--- src/rtl/kbe_pkg.sv ---
package kbe_pkg;
  localparam int unsigned WORD_W  = 32;
  localparam int unsigned USED_W  = 9;
  // field positions inside the control word
  localparam int unsigned B_EN    = 0;
  localparam int unsigned B_EIRQ  = 1;
  localparam int unsigned B_CPEND = 2;
  localparam int unsigned B_IRQEN = 3;
  localparam int unsigned B_XEN   = 4;
  localparam int unsigned B_SEQ   = 5;
  localparam int unsigned B_ACT1  = 6;
  localparam int unsigned B_ACT12 = 7;
  localparam int unsigned B_A20   = 8;
  localparam logic [7:0]  A20_CMD = 8'hD1;

  typedef struct packed {
    logic a20;
    logic act12;
    logic act1;
    logic xen;
    logic irqen;
    logic cpend;
    logic en;
  } ctl_t;

  // system IRQ steering: {irq12, irq1}
  function automatic logic [1:0] f_route(input logic irqen, input logic full,
                                         input logic aux);
    logic [1:0] r;
    r = 2'b00;
    if (irqen && full) r = aux ? 2'b10 : 2'b01;
    return r;
  endfunction

  // emulation interrupt decode
  function automatic logic f_emu(input ctl_t c, input logic full,
                                 input logic trap);
    return (c.cpend && !full) || (c.xen && (c.act1 || c.act12)) || trap;
  endfunction

  // a data-port write disagrees with the recorded A20 level
  function automatic logic f_a20_miss(input logic [7:0] d, input logic lvl);
    return d[1] != lvl;
  endfunction
endpackage

--- src/rtl/kbe_edge_det.sv ---
module kbe_edge_det #(
  parameter int unsigned N = 2
) (
  input  logic         clk,
  input  logic         rst_n,
  input  logic [N-1:0] lvl_in,
  output logic [N-1:0] rise
);
  logic [N-1:0] s1, s2;

  for (genvar g = 0; g < N; g++) begin : g_ch
    always_ff @(posedge clk) begin
      if (!rst_n) begin
        s1[g] <= 1'b0;
        s2[g] <= 1'b0;
      end else begin
        s1[g] <= lvl_in[g];
        s2[g] <= s1[g];
      end
    end
    assign rise[g] = s1[g] & ~s2[g];

    AST_RISE_ONE_CYCLE: assert property (@(posedge clk) disable iff (!rst_n)
      rise[g] |=> !rise[g]);
  end
endmodule

--- src/rtl/kbe_port_snoop.sv ---
module kbe_port_snoop
  import kbe_pkg::*;
#(
  parameter int unsigned       PORT_W   = 16,
  parameter int unsigned       DATA_W   = 8,
  parameter logic [PORT_W-1:0] DATA_PRT = 16'h0060,
  parameter logic [PORT_W-1:0] CMD_PRT  = 16'h0064
) (
  input  logic              clk,
  input  logic              rst_n,
  input  logic              emu_en,
  input  logic              io_wr,
  input  logic [PORT_W-1:0] io_port,
  input  logic [DATA_W-1:0] io_data,
  input  logic              a20_lvl,
  input  logic              trap_clr,
  output logic              seq_armed,
  output logic              a20_trap,
  output logic              ev_cmd,
  output logic              ev_data
);
  logic              cap_vld;
  logic [PORT_W-1:0] cap_port;
  logic [DATA_W-1:0] cap_data;
  logic              miss;

  always_ff @(posedge clk) begin
    if (!rst_n) begin
      cap_vld  <= 1'b0;
      cap_port <= '0;
      cap_data <= '0;
    end else begin
      cap_vld  <= io_wr & emu_en;
      cap_port <= io_port;
      cap_data <= io_data;
    end
  end

  assign ev_cmd  = cap_vld && (cap_port == CMD_PRT);
  assign ev_data = cap_vld && (cap_port == DATA_PRT);
  assign miss    = ev_data && seq_armed && f_a20_miss(cap_data[7:0], a20_lvl);

  always_ff @(posedge clk) begin
    if (!rst_n) seq_armed <= 1'b0;
    else if (ev_cmd) seq_armed <= (cap_data[7:0] == A20_CMD);
  end

  always_ff @(posedge clk) begin
    if (!rst_n) a20_trap <= 1'b0;
    else if (ev_cmd || trap_clr) a20_trap <= 1'b0;
    else if (miss) a20_trap <= 1'b1;
  end

  AST_NO_DECODE_OFF: assert property (@(posedge clk) disable iff (!rst_n)
    !emu_en |=> !cap_vld);
  AST_SEQ_ARM: assert property (@(posedge clk) disable iff (!rst_n)
    (ev_cmd && cap_data[7:0] == A20_CMD) |=> seq_armed);
  AST_SEQ_DISARM: assert property (@(posedge clk) disable iff (!rst_n)
    (ev_cmd && cap_data[7:0] != A20_CMD) |=> !seq_armed);
  AST_TRAP_CLR: assert property (@(posedge clk) disable iff (!rst_n)
    (ev_cmd || trap_clr) |=> !a20_trap);
endmodule

--- src/rtl/kbe_ctrl_regs.sv ---
module kbe_ctrl_regs
  import kbe_pkg::*;
(
  input  logic              clk,
  input  logic              rst_n,
  input  logic              wr_hit,
  input  logic [WORD_W-1:0] wdata,
  input  logic [1:0]        rise,
  input  logic              seq_armed,
  input  logic              emu_now,
  output ctl_t              ctl,
  output logic [WORD_W-1:0] word
);
  always_ff @(posedge clk) begin
    if (!rst_n) begin
      ctl <= '0;
    end else begin
      if (wr_hit) begin
        ctl.en    <= wdata[B_EN];
        ctl.cpend <= wdata[B_CPEND];
        ctl.irqen <= wdata[B_IRQEN];
        ctl.xen   <= wdata[B_XEN];
        ctl.a20   <= wdata[B_A20];
      end
      // an edge in the same cycle as a clear is kept
      if (rise[0]) ctl.act1 <= 1'b1;
      else if (wr_hit && wdata[B_ACT1]) ctl.act1 <= 1'b0;
      if (rise[1]) ctl.act12 <= 1'b1;
      else if (wr_hit && wdata[B_ACT12]) ctl.act12 <= 1'b0;
    end
  end

  always_comb begin
    word          = '0;
    word[B_EN]    = ctl.en;
    word[B_EIRQ]  = emu_now;
    word[B_CPEND] = ctl.cpend;
    word[B_IRQEN] = ctl.irqen;
    word[B_XEN]   = ctl.xen;
    word[B_SEQ]   = seq_armed;
    word[B_ACT1]  = ctl.act1;
    word[B_ACT12] = ctl.act12;
    word[B_A20]   = ctl.a20;
  end

  AST_EDGE_SETS: assert property (@(posedge clk) disable iff (!rst_n)
    rise[0] |=> ctl.act1);
  AST_W1C_CLEARS: assert property (@(posedge clk) disable iff (!rst_n)
    (wr_hit && wdata[B_ACT12] && !rise[1]) |=> !ctl.act12);
  AST_W0_HOLDS: assert property (@(posedge clk) disable iff (!rst_n)
    (ctl.act1 && !(wr_hit && wdata[B_ACT1])) |=> ctl.act1);
  AST_RSV_ZERO: assert property (@(posedge clk) disable iff (!rst_n)
    word[WORD_W-1:USED_W] == '0);
endmodule

--- src/rtl/kbd_emul_ctrl.sv ---
module kbd_emul_ctrl
  import kbe_pkg::*;
#(
  parameter int unsigned         ADDR_W   = 12,
  parameter logic [ADDR_W-1:0]   CTRL_OFS = 12'h100,
  parameter int unsigned         PORT_W   = 16,
  parameter int unsigned         DATA_W   = 8
) (
  input  logic              clk,
  input  logic              rst_n,
  input  logic [ADDR_W-1:0] reg_addr,
  input  logic              reg_wr,
  input  logic [31:0]       reg_wdata,
  output logic [31:0]       reg_rdata,
  input  logic              io_wr,
  input  logic [PORT_W-1:0] io_port,
  input  logic [DATA_W-1:0] io_data,
  input  logic              kbc_irq1,
  input  logic              kbc_irq12,
  input  logic              obf,
  input  logic              aux_obf,
  output logic              irq1_out,
  output logic              irq12_out,
  output logic              emu_irq
);
  localparam int unsigned N_IRQ = 2;

  logic              sel;
  logic              wr_hit;
  logic [N_IRQ-1:0]  rise;
  logic              seq_armed, a20_trap, ev_cmd, ev_data;
  ctl_t              ctl;
  logic [WORD_W-1:0] word;
  logic [1:0]        route;

  assign sel    = (reg_addr == CTRL_OFS);
  assign wr_hit = reg_wr && sel;

  kbe_edge_det #(.N(N_IRQ)) u_edge (
    .clk(clk), .rst_n(rst_n), .lvl_in({kbc_irq12, kbc_irq1}), .rise(rise)
  );

  kbe_port_snoop #(.PORT_W(PORT_W), .DATA_W(DATA_W)) u_snoop (
    .clk(clk), .rst_n(rst_n), .emu_en(ctl.en), .io_wr(io_wr),
    .io_port(io_port), .io_data(io_data), .a20_lvl(ctl.a20),
    .trap_clr(wr_hit), .seq_armed(seq_armed), .a20_trap(a20_trap),
    .ev_cmd(ev_cmd), .ev_data(ev_data)
  );

  kbe_ctrl_regs u_regs (
    .clk(clk), .rst_n(rst_n), .wr_hit(wr_hit), .wdata(reg_wdata),
    .rise(rise), .seq_armed(seq_armed), .emu_now(emu_irq),
    .ctl(ctl), .word(word)
  );

  assign route     = f_route(ctl.irqen, obf, aux_obf);
  assign irq1_out  = route[0];
  assign irq12_out = route[1];
  assign emu_irq   = f_emu(ctl, obf, a20_trap);
  assign reg_rdata = sel ? word : '0;

  AST_IRQ_EXCL: assert property (@(posedge clk) disable iff (!rst_n)
    !(irq1_out && irq12_out));
  AST_IRQ_NEEDS_FULL: assert property (@(posedge clk) disable iff (!rst_n)
    (irq1_out || irq12_out) |-> (obf && ctl.irqen));
  AST_TRAP_DRIVES: assert property (@(posedge clk) disable iff (!rst_n)
    a20_trap |-> emu_irq);
  AST_XIRQ_ANY_EN: assert property (@(posedge clk) disable iff (!rst_n)
    (ctl.xen && (ctl.act1 || ctl.act12)) |-> emu_irq);
endmodule

--- config.mk ---
export PLATFORM = sky130hd
export DESIGN_NAME = kbd_emul_ctrl
export DESIGN_NICKNAME = d
export VERILOG_FILES = /design/src/rtl/kbe_pkg.sv /design/src/rtl/kbe_edge_det.sv /design/src/rtl/kbe_port_snoop.sv /design/src/rtl/kbe_ctrl_regs.sv /design/src/rtl/kbd_emul_ctrl.sv
export SDC_FILE = /design/constraint.sdc
export NUM_CORES = 1
export LEC_CHECK = 0
export ABC_AREA = 1
export CAP_MARGIN = 0
export CORE_ASPECT_RATIO = 1.4
export CORE_MARGIN = 2
export CORE_UTILIZATION = 39
export CTS_CLUSTER_SIZE = 25
export DETAILED_ROUTE_END_ITERATION = 8
export GPL_ROUTABILITY_DRIVEN = 0
export GPL_TIMING_DRIVEN = 0
export HOLD_SLACK_MARGIN = 0.15
export PLACE_DENSITY = 0.95
export SLEW_MARGIN = 10
export SYNTH_ARGS = -nofsm -noshare
export SYNTH_HDL_FRONTEND = slang
export SYNTH_SLANG_ARGS = --single-unit
--- constraint.sdc ---
create_clock -name clk -period 2.45 [get_ports clk]
set_input_delay 0.245 -clock clk [delete_from_list [all_inputs] [get_ports clk]]
set_output_delay 0.245 -clock clk [all_outputs]
set_load 0.01 [all_outputs]
==> impl_metrics.tcl <==
set metrics [dict create \
    path_clk_slew_ns 0.06 \
    drive_gt1_share_pct 11.6 \
    yosys.area.top_type "dfxtp_1" \
    netlist_instances 244 \
    status "finished clean" \
    synth_area_per_cell_um2 6.94 \
    wl_per_cell_um 8.90 \
    synthTopCellsByArea "dfxtp_1 45%, nand2_1 13%, buf_4 11%" \
    yosysSeqAreaShare_pct 44.9 \
    fmax_mhz 454 \
    grt_pass1_wl_um 5350 \
    die_area_um2 4890 \
    first_pass_iters 4 \
    row_count 28 \
    power.internal_mw 1.08 \
    tns_ns 0 \
    path_class "in2out" \
    cap_violations 0 \
    clockBufferDepth 2 \
    end_kind "primary output" \
    dr_total_vias 1574 \
    n_fill_cell 390 \
    p_leak_nw 1.39 \
    antenna_found_initial 0 \
    initial_utilization_pct 40.3 \
    combPwrFrac_pct 13.6 \
    setup_viol 0 \
    clkPwrFrac_pct 38.3 \
    hold_viol 0 \
    cts_inserted_buffers 5 \
    synth_area_um2 1690 \
    die_h_um 82.0 \
    routed_wl_um 3380 \
    grtUsageMet2_pct 28.0 \
    worst_clock_skew_ns 0.00331 \
    grt_pass1_vias 1390 \
    drc 0 \
    antenna_cells 0 \
    drt_iter0_drc 51 \
    netlist-cell-type-count 19 \
    vias_per_cell 4.14 \
    p_switching_uw 273 \
    ir_drop_uv 372 \
    fin_crit_ns 2.20 \
    worst-path-max-fanout 9 \
    nets 411 \
    holdBufCountCts 0 \
    hp-class "reg2reg" \
    root_buffer "clkbuf_8" \
    final-seq-area_um2 761 \
    gr-max-usage-layer "met2" \
    synth_top_area_share_pct 44.9 \
    cts_tree "yes" \
    powerDensity_nw_per_um2 529 \
    cp.required_ns 2.20 \
    gr-usage-met1_pct 12.4 \
    multi_input_area_um2 638 \
    hpwl_um 2700 \
    yosysWarnings 0 \
    ys_ff_latch 38 \
    postRouteAntennaNets 0 \
    dp.cells 373 \
    post_cts_resized 0 \
    grtUsageMet3_pct 6.46 \
    grt_overflow 0 \
    min_period_over_period_pct 89.8 \
    syn_to_final_growth_pct 51.5 \
    seqPwrFrac_pct 48.1 \
    critPathLaunchType "input pin" \
    grt_max_degree 12 \
    die_w_um 59.7 \
    placement.io_buffers 62 \
    track_usage_pct 14.9 \
    rsz0062_at_grt "false" \
    core_region_area_um2 4200 \
    htreeDepth 2 \
    cts_num_sinks 38 \
    sw_frac_of_total_pct 20.1 \
    post-cts-setup-buffers 0 \
    finalNonFillerCells 380 \
    insertion_delay_ns 0.28 \
    final_max_slew_viol_count 0 \
    worstPathArrival_ns 1.96 \
    ioPinCount 111 \
]
-- placed cells by master, fill, tap and decap left out --
| cell type | Yosys | final |
|---|---|---|
| clkdlybuf4s50_1 | 0 | 62 |
| or2_0 | 1 | 1 |
| nand4_1 | 3 | 3 |
| nor3_1 | 1 | 1 |
| nand3_1 | 11 | 11 |
| and3_1 | 1 | 1 |
| conb_1 | 1 | 23 |
| nor2_1 | 49 | 49 |
| buf_2 | 2 | 2 |
| or2_4 | 1 | 1 |
| a21oi_1 | 1 | 1 |
| nand2_1 | 57 | 57 |
| nand3_4 | 1 | 1 |
| nor2_2 | 1 | 1 |
| nor2_4 | 1 | 1 |
| nand3b_1 | 1 | 1 |
| dfxtp_1 | 38 | 38 |
| bufinv_16 | 0 | 1 |
| inv_1 | 48 | 48 |
| buf_4 | 25 | 25 |
| clkbuf_8 | 0 | 6 |
| or2_2 | 1 | 1 |
-- layer usage --
layer  part of all wire (%)  wire length [um]  up-vias
li1                       -                 -      836
met1                     34              1160      651
met2                     52              1740       80
met3                     12               403        7
met4                    2.3                78        0
met5                      0                 0        -
-- registers in the layout (all words and copies together) (netlist names) --
register           count
u_snoop.cap_port      16
u_snoop.cap_data       8
u_regs.ctl             7
u_edge.s1              2
u_edge.s2              2
u_snoop.a20_trap       1
u_snoop.cap_vld        1
u_snoop.seq_armed      1
-- power by group through the flow --
stage / clock, mW / combinational, mW / sequential [mW]
floorplan: 0 / 0.0909 / 0.665
global placement: 0 / 0.180 / 0.666
detailed placement: 0 / 0.184 / 0.667
CTS: 0.538 / 0.185 / 0.653
global route: 0.569 / 0.205 / 0.655
finish: 0.521 / 0.184 / 0.653
-- path summary, 6_finish.rpt --
check                                 start                             end  slack, ns  cells past startpoint
max                             reg_addr[7]                    reg_rdata[8]       0.25                      7
min                 u_edge.s1[0]$_SDFF_PN0_         u_edge.s2[0]$_SDFF_PN0_       0.42                      2
max reg2reg  u_snoop.cap_port[8]$_SDFF_PN0_  u_snoop.seq_armed$_SDFFE_PN0P_       1.36                      6
min reg2reg         u_edge.s1[0]$_SDFF_PN0_         u_edge.s2[0]$_SDFF_PN0_       0.42                      2
-- critical path, stage by stage --
cell and delay, ns:
clkdlybuf4s50_1 0.43, nor2_1 0.12, nand2_1 0.08, nor2_1 0.14, nand2_1 0.21, nor2_1 0.17
clkdlybuf4s50_1 0.56
-- stage by stage --
step	power [mW]	cell area (um2)	hold WS (ns)	utilization [%]	setup WS (ns)
6_report	1.36	2570	0.425	61.0	0.249
5_1_grt	1.43	2570	0.459	61.0	0.0716
4_1_cts	1.38	2570	0.427	61.0	0.224
3_5_place_dp	0.851	2450	0.410	58.4	0.225
3_3_place_gp	0.846	2450	0.407	58.4	0.224
2_1_floorplan	0.755	1780	0.343	-	1.32
-- synthesized netlist by cell type --
master    instances
nor2_2            1
nor2_1           49
buf_4            25
conb_1            1
nand3_1          11
nor2_4            1
a21oi_1           1
nor3_1            1
dfxtp_1          38
nand3_4           1
inv_1            48
buf_2             2
or2_2             1
nand4_1           3
nand2_1          57
nand3b_1          1
or2_4             1
and3_1            1
or2_0             1
-- area by class of cell --
type / instances / area share, %
plain buffers: 27 / 7.70
clock buffers: 6 / 3.22
clock inverters: 1 / 1.17
inverters: 48 / 7.02
multi-input cells: 153 / 24.9
flip-flops and latches: 38 / 29.6
well taps: 45 / 2.19
repair buffers: 62 / 24.2
-- kinds of logic after synthesis --
| family | after synthesis | synth area share [%] |
|---|---|---|
| flip-flops | 38 | 44.9 |
| other | 1 | 0.221 |
| buffers and inverters | 75 | 22.3 |
| AO/OA/AOI/OAI | 1 | 0.295 |
| AND/OR/NAND/NOR | 129 | 32.3 |
Note: power is estimated with default switching activity, not from simulation.
